**config.mk**
```make
export PLATFORM = sky130hd
export DESIGN_NAME = spec_cap_bank
export DESIGN_NICKNAME = d
export VERILOG_FILES = /design/src/rtl/spec_cap_bank.sv
export SDC_FILE = /design/constraint.sdc
export NUM_CORES = 1
export LEC_CHECK = 0
export ABC_AREA = 0
export ABC_CLOCK_PERIOD_IN_PS = 10500
export BUFFER_PORTS_ARGS = -buffer_cell sky130_fd_sc_hd__clkbuf_2
export CORE_MARGIN = 5
export CORE_UTILIZATION = 62
export DETAILED_ROUTE_END_ITERATION = 8
export PLACE_DENSITY = 0.85
export REMOVE_ABC_BUFFERS = 1
export SYNTH_ARGS = -nofsm -noshare
export SYNTH_HDL_FRONTEND = slang
export SYNTH_SLANG_ARGS = --single-unit
```
**constraint.sdc**
```tcl
create_clock -name clk -period 10.5 [get_ports clk]
set_input_delay 0.525 -clock clk [delete_from_list [all_inputs] [get_ports clk]]
set_output_delay 0.525 -clock clk [all_outputs]
set_load 0.005 [all_outputs]
```
**src/rtl/spec_cap_bank.sv**
```systemverilog
module spec_cap_bank #(
  parameter int AW = 16
) (
  input  logic               clk,
  input  logic               rst_n,
  input  logic [4:0]         sel,
  input  logic               rd_en,
  input  logic               wr_en,
  input  logic [3*AW:0]      wr_cap,
  input  logic               sys_perm,
  output logic [3*AW:0]      rd_cap,
  output logic               bad_sel,
  output logic               priv_fault,
  output logic [4:0]         fault_sel,
  input  logic               exc_entry,
  input  logic [AW-1:0]      exc_pc,
  input  logic [3*AW:0]      pcc,
  input  logic               exc_return,
  output logic [3*AW:0]      next_pcc,
  output logic [3*AW:0]      delayed_pcc,
  output logic [AW-1:0]      vector_base
);
  localparam int CW = 1 + 3*AW;
  localparam logic [CW-1:0] NULL_CAP = '0;
  localparam logic [CW-1:0] DFLT_CAP = {1'b1, {AW{1'b0}}, {AW{1'b1}}, {AW{1'b0}}};
  localparam int KCC_SLOT = 5;
  localparam int EPC_SLOT = 7;

  logic [CW-1:0] bank [8];
  logic [2:0]    slot;
  logic          hit;

  always_comb begin
    hit  = 1'b1;
    slot = 3'd0;
    case (sel)
      5'd0:    slot = 3'd0;
      5'd1:    slot = 3'd1;
      5'd8:    slot = 3'd2;
      5'd22:   slot = 3'd3;
      5'd23:   slot = 3'd4;
      5'd29:   slot = 3'd5;
      5'd30:   slot = 3'd6;
      5'd31:   slot = 3'd7;
      default: hit  = 1'b0;
    endcase
  end

  wire locked = hit && (slot >= 3'd3) && !sys_perm;
  wire access = rd_en || wr_en;
  assign bad_sel    = access && !hit;
  assign priv_fault = access && locked;
  assign fault_sel  = (bad_sel || priv_fault) ? sel : 5'd0;
  assign rd_cap     = (rd_en && hit && !locked) ? bank[slot] : NULL_CAP;
  wire wr_ok = wr_en && hit && !locked && !exc_entry;

  wire [AW-1:0] p_base = pcc[3*AW-1:2*AW];
  wire [AW-1:0] p_len  = pcc[2*AW-1:AW];
  wire          fits   = exc_pc <= p_len;
  wire [AW-1:0] p_sum  = p_base + exc_pc;
  wire [CW-1:0] saved  = fits ? {pcc[CW-1:AW], exc_pc} : {1'b0, {(2*AW){1'b0}}, p_sum};

  assign vector_base = bank[KCC_SLOT][3*AW-1:2*AW];

  always_ff @(posedge clk) begin
    if (!rst_n) begin
      for (int i = 0; i < 8; i++)
        bank[i] <= (i == 0 || i == KCC_SLOT || i == EPC_SLOT) ? DFLT_CAP : NULL_CAP;
      next_pcc    <= DFLT_CAP;
      delayed_pcc <= DFLT_CAP;
    end else if (exc_entry) begin
      bank[EPC_SLOT] <= saved;
      next_pcc       <= bank[KCC_SLOT];
      delayed_pcc    <= bank[KCC_SLOT];
    end else begin
      if (wr_ok) bank[slot] <= wr_cap;
      if (exc_return) begin
        next_pcc    <= bank[EPC_SLOT];
        delayed_pcc <= bank[EPC_SLOT];
      end
    end
  end
endmodule

```
### Yosys cells after proc, flatten, opt, wreduce, memory -nomap -nowiden

Memories as Yosys holds them, arrays and structs flattened.
Cells that the tools add are included.

| word-level totals | value |
|---|---|
| flip-flop bits (word level) | 49 |
| RAM bits | 392 |
| input bits | 126 |
| output and inout port bits | 170 |
| word-level logic and storage cells | 51 |
| memories | 1 |

| operators by class | value |
|---|---|
| add/sub/neg operators | 1 |
| magnitude comparators | 2 |
| equal/unequal tests | 7 |
| mux-type cells | 19 |
| bitwise operators | 1 |
| reductions and logical operators | 19 |

Memories:

| name | depth | width | rd ports | clocked after Yosys merged registers in | wr ports | RTL line | text |
|---|---|---|---|---|---|---|---|
| bank | 8 | 49 | 3 | 0 | 8 | 29 | `logic [CW-1:0] bank [8];` |

Operators by type and width:

| cell | count |
|---|---|
| 2-to-1 mux 49 bit | 6 |
| OR reduction 49 bit | 1 |
| == test 5 bit, second input constant | 5 |
| one-hot mux 3 bit (7 select lines) | 1 |
| adder 16 bit | 1 |
| <= comparator 16 bit | 1 |
| 2-to-1 mux 1 bit | 10 |
| logical AND 1 bit | 9 |
| OR reduction 8 bit | 1 |
| == test 5 x 1 -> 1 bit, second input constant | 1 |
| == test 5 x 4 -> 1 bit, second input constant | 1 |
| logical NOT 5 bit | 1 |
| 2-to-1 mux 5 bit | 1 |
| logical NOT 1 bit | 4 |
| >= comparator 3 x 2 -> 1 bit, second input constant | 1 |
| 2-to-1 mux 3 bit | 1 |
| logical OR 1 bit | 2 |
| nonzero test 2 bit | 1 |
| bitwise OR 1 bit | 1 |

### Longest topological paths before layout

Gate-level depths: netlist of run 1.

| depth | value |
|---|---|
| word-level depth | 14 |
| mapped depth | 11 |
| depth with buffers taken out | 10 |

### Worst setup path after synthesis of run 1

No wires, ideal clock.

| timing | value |
|---|---|
| kind | input to register |
| start point | input sel[3] |
| end point | memory bank[3][0] (netlist name) (enable) |
| library setup time | 524 ps |
| arrival | 4978 ps |
| required time | 9976 ps |
| setup slack | 4998 ps |
| cell stages on the path | 8 |
| buffers on the path | 3 |
| cell sequence | buf_2 a21oi_4 nand2_1 o21ai_2 nand3_2 buf_4 clkbuf_1 o21ai_0 |

RTL lines:

| what | RTL line | text |
|---|---|---|
| from (decl) | 6 | `input logic [4:0] sel,` |
| to (decl) | 29 |  |

### Worst setup path after layout of run 1

| timing | value |
|---|---|
| start point | input sel[1] |
| end point | output rd_cap[41] |

| between the ends | value |
|---|---|
| cells in the longest elaborated chain, start to end | 8 |
| elaborated cells between the ends (all ways) | 19 |
| those cells by class | 1 x order compare; 7 x eq/ne; 3 x mux; 7 x reduce/logical; 1 x memory |

Ends and longest elaborated chain:

| what | RTL line | text |
|---|---|---|
| == test 5 bit, or another cell as far along | 36 | `case (sel)` |
| one-hot mux 3 bit (7 select lines) / OR reduction 8 bit (equally long branches) | -- |  |
| >= comparator 3 x 2 -> 1 bit / 2-to-1 mux 1 bit (equally long branches) | 49, 36 |  |
| logical AND 1 bit (2 in a row) | 49 | `wire locked = hit && (slot >= 3'd3) && !sys_perm;` |
| logical NOT 1 bit | 54 | `assign rd_cap = (rd_en && hit && !locked) ? bank[slot] : NULL_CAP;` |
| logical AND 1 bit | 54 |  |
| 2-to-1 mux 49 bit * | 54 |  |
| to (decl) | 11 | `output logic [3*AW:0] rd_cap,` |

Every way passes the cells marked *; elsewhere a longest branch is shown, timed or not.

==> results of run 1 <==
-- synthesized netlist by cell type (all sizes together) (2+ instances only) --
library cell / number / area share [%]
mux2: 17 / 0.91
buf: 94 / 3.2
inv: 29 / 0.52
o221ai: 48 / 2.0
o211ai: 2 / 0.095
nor4: 50 / 1.5
edfxtp: 392 / 56
xor2: 6 / 0.25
a31oi: 4 / 0.12
clkbuf: 99 / 1.8
a21o: 5 / 0.18
xnor2: 5 / 0.21
ha: 31 / 1.8
nor3: 2 / 0.047
a211oi: 5 / 0.18
o22a: 48 / 2.0
o22ai: 99 / 2.9
and3: 5 / 0.15
a21oi: 39 / 0.98
or3: 36 / 1.1
mux2i: 60 / 2.8
o31ai: 3 / 0.15
and2: 343 / 10
nor2b: 9 / 0.27
nor2: 45 / 0.86
o21ai: 61 / 1.5
nand2b: 5 / 0.15
nand4: 5 / 0.15
nand3: 8 / 0.21
a32oi: 5 / 0.21
or2: 6 / 0.18
dfxtp: 49 / 4.6
nand2: 103 / 1.8
a22o: 17 / 0.71
-- final cells by class --
cell class / count / area (um2)
antenna: 9 / 22.52
clock buffer: 68 / 1285
clock inverter: 15 / 173.9
fill: 2281 / 9668
inverter: 29 / 108.9
multi-input combinational: 1083 / 7322
sequential: 441 / 12750
tap: 448 / 560.5
timing repair buffer: 311 / 1639
-- final timing paths --
kind                                                start                           end  slack (ps)  cells after the start
worst max register to register      bank[7][19]$_DFFE_PP_  delayed_pcc[19]$_SDFFE_PN1P_        9380                      3
worst min register to register  bank[5][21]$_SDFFCE_PN1P_  delayed_pcc[21]$_SDFFE_PN1P_         500                      2
worst min-delay path                              pcc[32]         bank[7][32]$_DFFE_PP_         330                      2
worst max-delay path                               sel[1]                    rd_cap[41]        6200                      9
-- stage by stage --
step / power (mW) / std cells / hold WS (ps)
6_report: 4.015 / 2404 / 329.7
5_1_grt: 4.127 / 2402 / 334.9
4_1_cts: 4.011 / 2395 / 316.7
3_5_place_dp: 2.446 / 2312 / 481.7
3_3_place_gp: 2.426 / 2312 / 470.9
2_1_floorplan: 2.259 / 1553 / 462.9
-- power groups by stage --
stage	logic, mW	registers [mW]	clock network [mW]
3_3_place_gp	0.339	2.09	0
2_1_floorplan	0.169	2.09	0
6_report	0.359	2.06	1.60
4_1_cts	0.353	2.06	1.60
5_1_grt	0.384	2.07	1.67
3_5_place_dp	0.351	2.10	0
-- sequential cells by signal (all words and copies together) (netlist names) --
register     flops
bank           392
delayed_pcc     49
-- critical path, stage by stage --
cell and delay (ps):
clkbuf_2 150, nor3_1 310, nand3b_1 150, buf_4 350, nand3_2 600, buf_4 530, o221ai_1 230, nor4_1 590
clkbuf_2 230
-- cell families (layout without fill, tap and decap cells) --
logic type / Yosys count / in the layout / share of synthesized area, %
AO/OA/AOI/OAI: 345 / 345 / 11.36
buffers and inverters: 222 / 423 / 5.450
multiplexers: 77 / 77 / 3.754
AND/OR/NAND/NOR: 618 / 618 / 16.60
adder cells (fa/ha/maj): 32 / 32 / 1.933
XOR/XNOR: 11 / 11 / 0.4566
other: 0 / 9 / 0
flip-flops: 441 / 441 / 60.44
-- routing by layer --
layer	global-route usage [%]	up-vias	routed length, um
met1	41.29	7715	22660
met4	13.46	6	2624
met2	50.80	1059	29350
met5	0	-	41
met3	8.501	181	7509
li1	-	6773	-
==> flow_summary.toml, run 1 <==
[status]
status = "completed"

[global_routing]
antenna_found_initial = 10
overflow = 0
grt_pass1_vias = 15730
grt_pass1_wl_um = 92660
grt_start_max_net_pins = 61
grt.total_usage_pct = 31.71

[sta]
fmax_ghz = 0.2327
finalHoldViolations = 0
fin_crit_sh_pct = 40.92
tns_ps = 0
finalMaxSlewViolations = 0
tightest_slew_ps = 1096
layout_min_cycle_time_ps = 4297
setup_violations = 0
fin_skew_ps = 15.18
grt_setup_unrepaired = "false"
relSlewSlack_pct = 26.95
setup_ws_ps = 6203

[job]
cap_violations = 0

[detailed_routing]
remaining_drc_errors = 0
drtPass1Iterations = 8
wl_per_cell_um = 25.87
via_per_inst = 6.545
ant_nets = 0
wirelength_um = 62180
num_vias = 15730
drtIter0Drc = 1947

[clock_network]
cts_tree = "built"
numCtsBuffers = 45
clock_latency_ps = 560
clockRootBuffer = "clkbuf_16"
cts_hold_buf = 0
ctsResizeCount = 0
cts_buffer_depth = 3
clk_pin_slew_worst_paths_ps = 60
clock-sinks = 441
h-tree-depth = 2
postCtsSetupBuffers = 0

[setup_path]
crit_path_max_fanout = 53
worstPathArrival_ps = 3770
crit_type = "in2out"
required_ps = 9980
worstSetupStartpointType = "input port"
cp-end-kind = "output pin"

[die]
fp.dieH_um = 194.5
dieArea_um2 = 37820
design.core.area_um2 = 33530
fp.dieW_um = 194.5
io_pins = 296
rows = 67
start_util_pct = 62.92

[pwr]
power_frac_clock_pct = 39.7
cellPowerDensity_nw_per_um2 = 168.2
p_seq_share_pct = 51.3
p_sw_share_pct = 23.21
p_sw_uw = 931.9
power.share.combinational_pct = 8.9
p_int_mw = 3.083
p_leak_nw = 9.150
peakVddDrop_mv = 0.1244

[cells_and_area]
final_common_cell = "edfxtp_1"
final_cell_area_um2 = 23860
final_nets = 2069
area_delta_synth_final_pct = 13.11
finalCoreUtilization_pct = 71.17
drive_gt1_share_pct = 21.52
final_cell_mix = "edfxtp_1, and2_1, clkbuf_2, nand2_1, o22ai_1"

[hold_path]
hold_class = "in2reg"

[placed_design]
placed_area_um2 = 22380
dp_slack_ps = 5810
numPortBuffers = 279
globalplace.congestion = 0.9576
place_hpwl_um = 37420

[synthesis]
syn_inst = 1746
ys_seq_area_share_pct = 60.44
synth_edf_count = 392
yosys_warnings = 0
ys_types = 58
synth-async-reset-ratio_pct = 0
syn-cell-area_um2 = 21100
yosys_register_bits = 441
synthFlopType = "edfxtp_1"
syn_area_per_cell_um2 = 12.08
Power figures use the tool's default switching activity.
==> run 2, diff against run 1 <==
Settings changed: ABC_CLOCK_PERIOD_IN_PS 10500 to 3990, CORE_UTILIZATION 62 to 58, PLACE_DENSITY 0.85 to 0.81.
Clock period 10.5 ns to 3.99 ns, I/O delays scaled along.
==> flow_summary.toml, run 2 (synthesized netlist as in run 1, its figures left out) <==
[status]
status = "completed"

[clock_network]
clock_latency_ps = 570
postCtsSetupBuffers = 0
cts_tree = "built"
clk_pin_slew_worst_paths_ps = 60
clock-sinks = 441
clockRootBuffer = "clkbuf_16"
h-tree-depth = 2
ctsResizeCount = 0
numCtsBuffers = 46
cts_buffer_depth = 3
cts_hold_buf = 14

[pwr]
finalPower_mw = 10.69
p_leak_nw = 9.301
peakVddDrop_mv = 0.3709
cellPowerDensity_nw_per_um2 = 441.4

[cells_and_area]
final_cell_mix = "edfxtp_1, and2_1, clkbuf_2, nand2_1, o22ai_1"
reg_top3 = "bank: 392 flops, delayed_pcc: 49 flops"
regMostFlops = "bank"
final_common_cell = "edfxtp_1"
drive_gt1_share_pct = 22.01
final_nets = 2092
largest_reg_flops = 392
fillers = 2575
area_delta_synth_final_pct = 14.77

[die]
start_util_pct = 59.03
design.core.area_um2 = 35740
io_pins = 296
fp.dieH_um = 200.7
fp.dieW_um = 200.7
rows = 69
dieArea_um2 = 40290

[global_routing]
antenna_found_initial = 8
grt_start_max_net_pins = 70
grt_pass1_wl_um = 92380
grt_pass1_vias = 15520
grt.total_usage_pct = 29.47
overflow = 0

[detailed_routing]
via_per_inst = 6.361
num_vias = 15510
ant_nets = 0
wl_per_cell_um = 25.17
drtPass1Iterations = 5
drtIter0Drc = 1538
wirelength_um = 61370
remaining_drc_errors = 0

[placed_design]
globalplace.congestion = 0.9526
place_hpwl_um = 38870
numPortBuffers = 279
dp_slack_ps = 942.2

[setup_path]
crit_path_max_fanout = 26
cp-end-kind = "output pin"
worstPathArrival_ps = 2610
crit_type = "in2out"
required_ps = 3790
worstSetupStartpointType = "input port"

[sta]
fin_crit_sh_pct = 70.41
finalHoldViolations = 0
relSlewSlack_pct = 11.05
tightest_slew_ps = 1331
layout_min_cycle_time_ps = 2809
fin_skew_ps = 21.84
fmax_ghz = 0.3560
setup_violations = 0
finalMaxSlewViolations = 0
grt_setup_unrepaired = "false"
setup_ws_ps = 1181
tns_ps = 0

[hold_path]
hold_class = "in2reg"

[job]
cap_violations = 0
run 2: worst max-delay path, stage by stage:
cell and delay, ps:
clkbuf_2 140, nand2_1 150, or3_2 640, buf_4 410, o22a_1 200, o221ai_1 100, nor4_1 510, clkbuf_2 220
run 2: layer usage:
| metal | part of all wire (%) | track usage, % | vias to the layer above |
|---|---|---|---|
| met3 | 9.4 | 5.557 | 165 |
| met1 | 38 | 38.40 | 7579 |
| met5 | 0.055 | 0 | - |
| met2 | 49 | 49.57 | 956 |
| met4 | 3.8 | 11.14 | 6 |
| li1 | - | - | 6801 |
run 2: report_power, final:
| part | internal [mW] | switching (mW) | leakage (nW) |
|---|---|---|---|
| logic | 0.360 | 0.600 | 4.38 |
| registers | 5.29 | 0.132 | 4.19 |
| clock network | 2.52 | 1.78 | 0.732 |
run 2: cell type report:
| cell class | count | area (um2) | share of cell area [%] |
|---|---|---|---|
| Timing Repair Buffer | 333 | 1927 | 7.958 |
| Clock inverter | 17 | 216.5 | 0.8940 |
| Clock buffer | 69 | 1297 | 5.359 |
| Multi-Input combinational cell | 1083 | 7322 | 30.24 |
| Tap cell | 461 | 576.8 | 2.382 |
| Antenna cell | 5 | 12.51 | 0.05167 |
| Sequential cell | 441 | 12750 | 52.67 |
| Inverter | 29 | 108.9 | 0.4496 |
run 2: metrics by stage:
stage / cells / utilization [%] / hold slack, ps / instance area (um2)
5_1_grt: 2438 / 67.74 / 9.529 / 24210
6_report: 2438 / 67.74 / 14.93 / 24210
3_5_place_dp: 2333 / 63.08 / 483.9 / 22550
4_1_cts: 2433 / 67.71 / 0.08477 / 24200
3_3_place_gp: 2333 / 63.08 / 471.4 / 22550
2_1_floorplan: 1553 / - / 261.4 / 20060
run 2: worst paths after layout:
check / startpoint / cells past startpoint / slack, ps / to
min: wr_cap[33] / 2 / 10 / bank[6][33]$_SDFFCE_PN0P_
max: sel[4] / 8 / 1180 / rd_cap[14]
max reg2reg: bank[7][22]$_DFFE_PP_ / 3 / 2920 / delayed_pcc[22]$_SDFFE_PN1P_
min reg2reg: bank[5][30]$_SDFFCE_PN1P_ / 2 / 500 / delayed_pcc[30]$_SDFFE_PN1P_
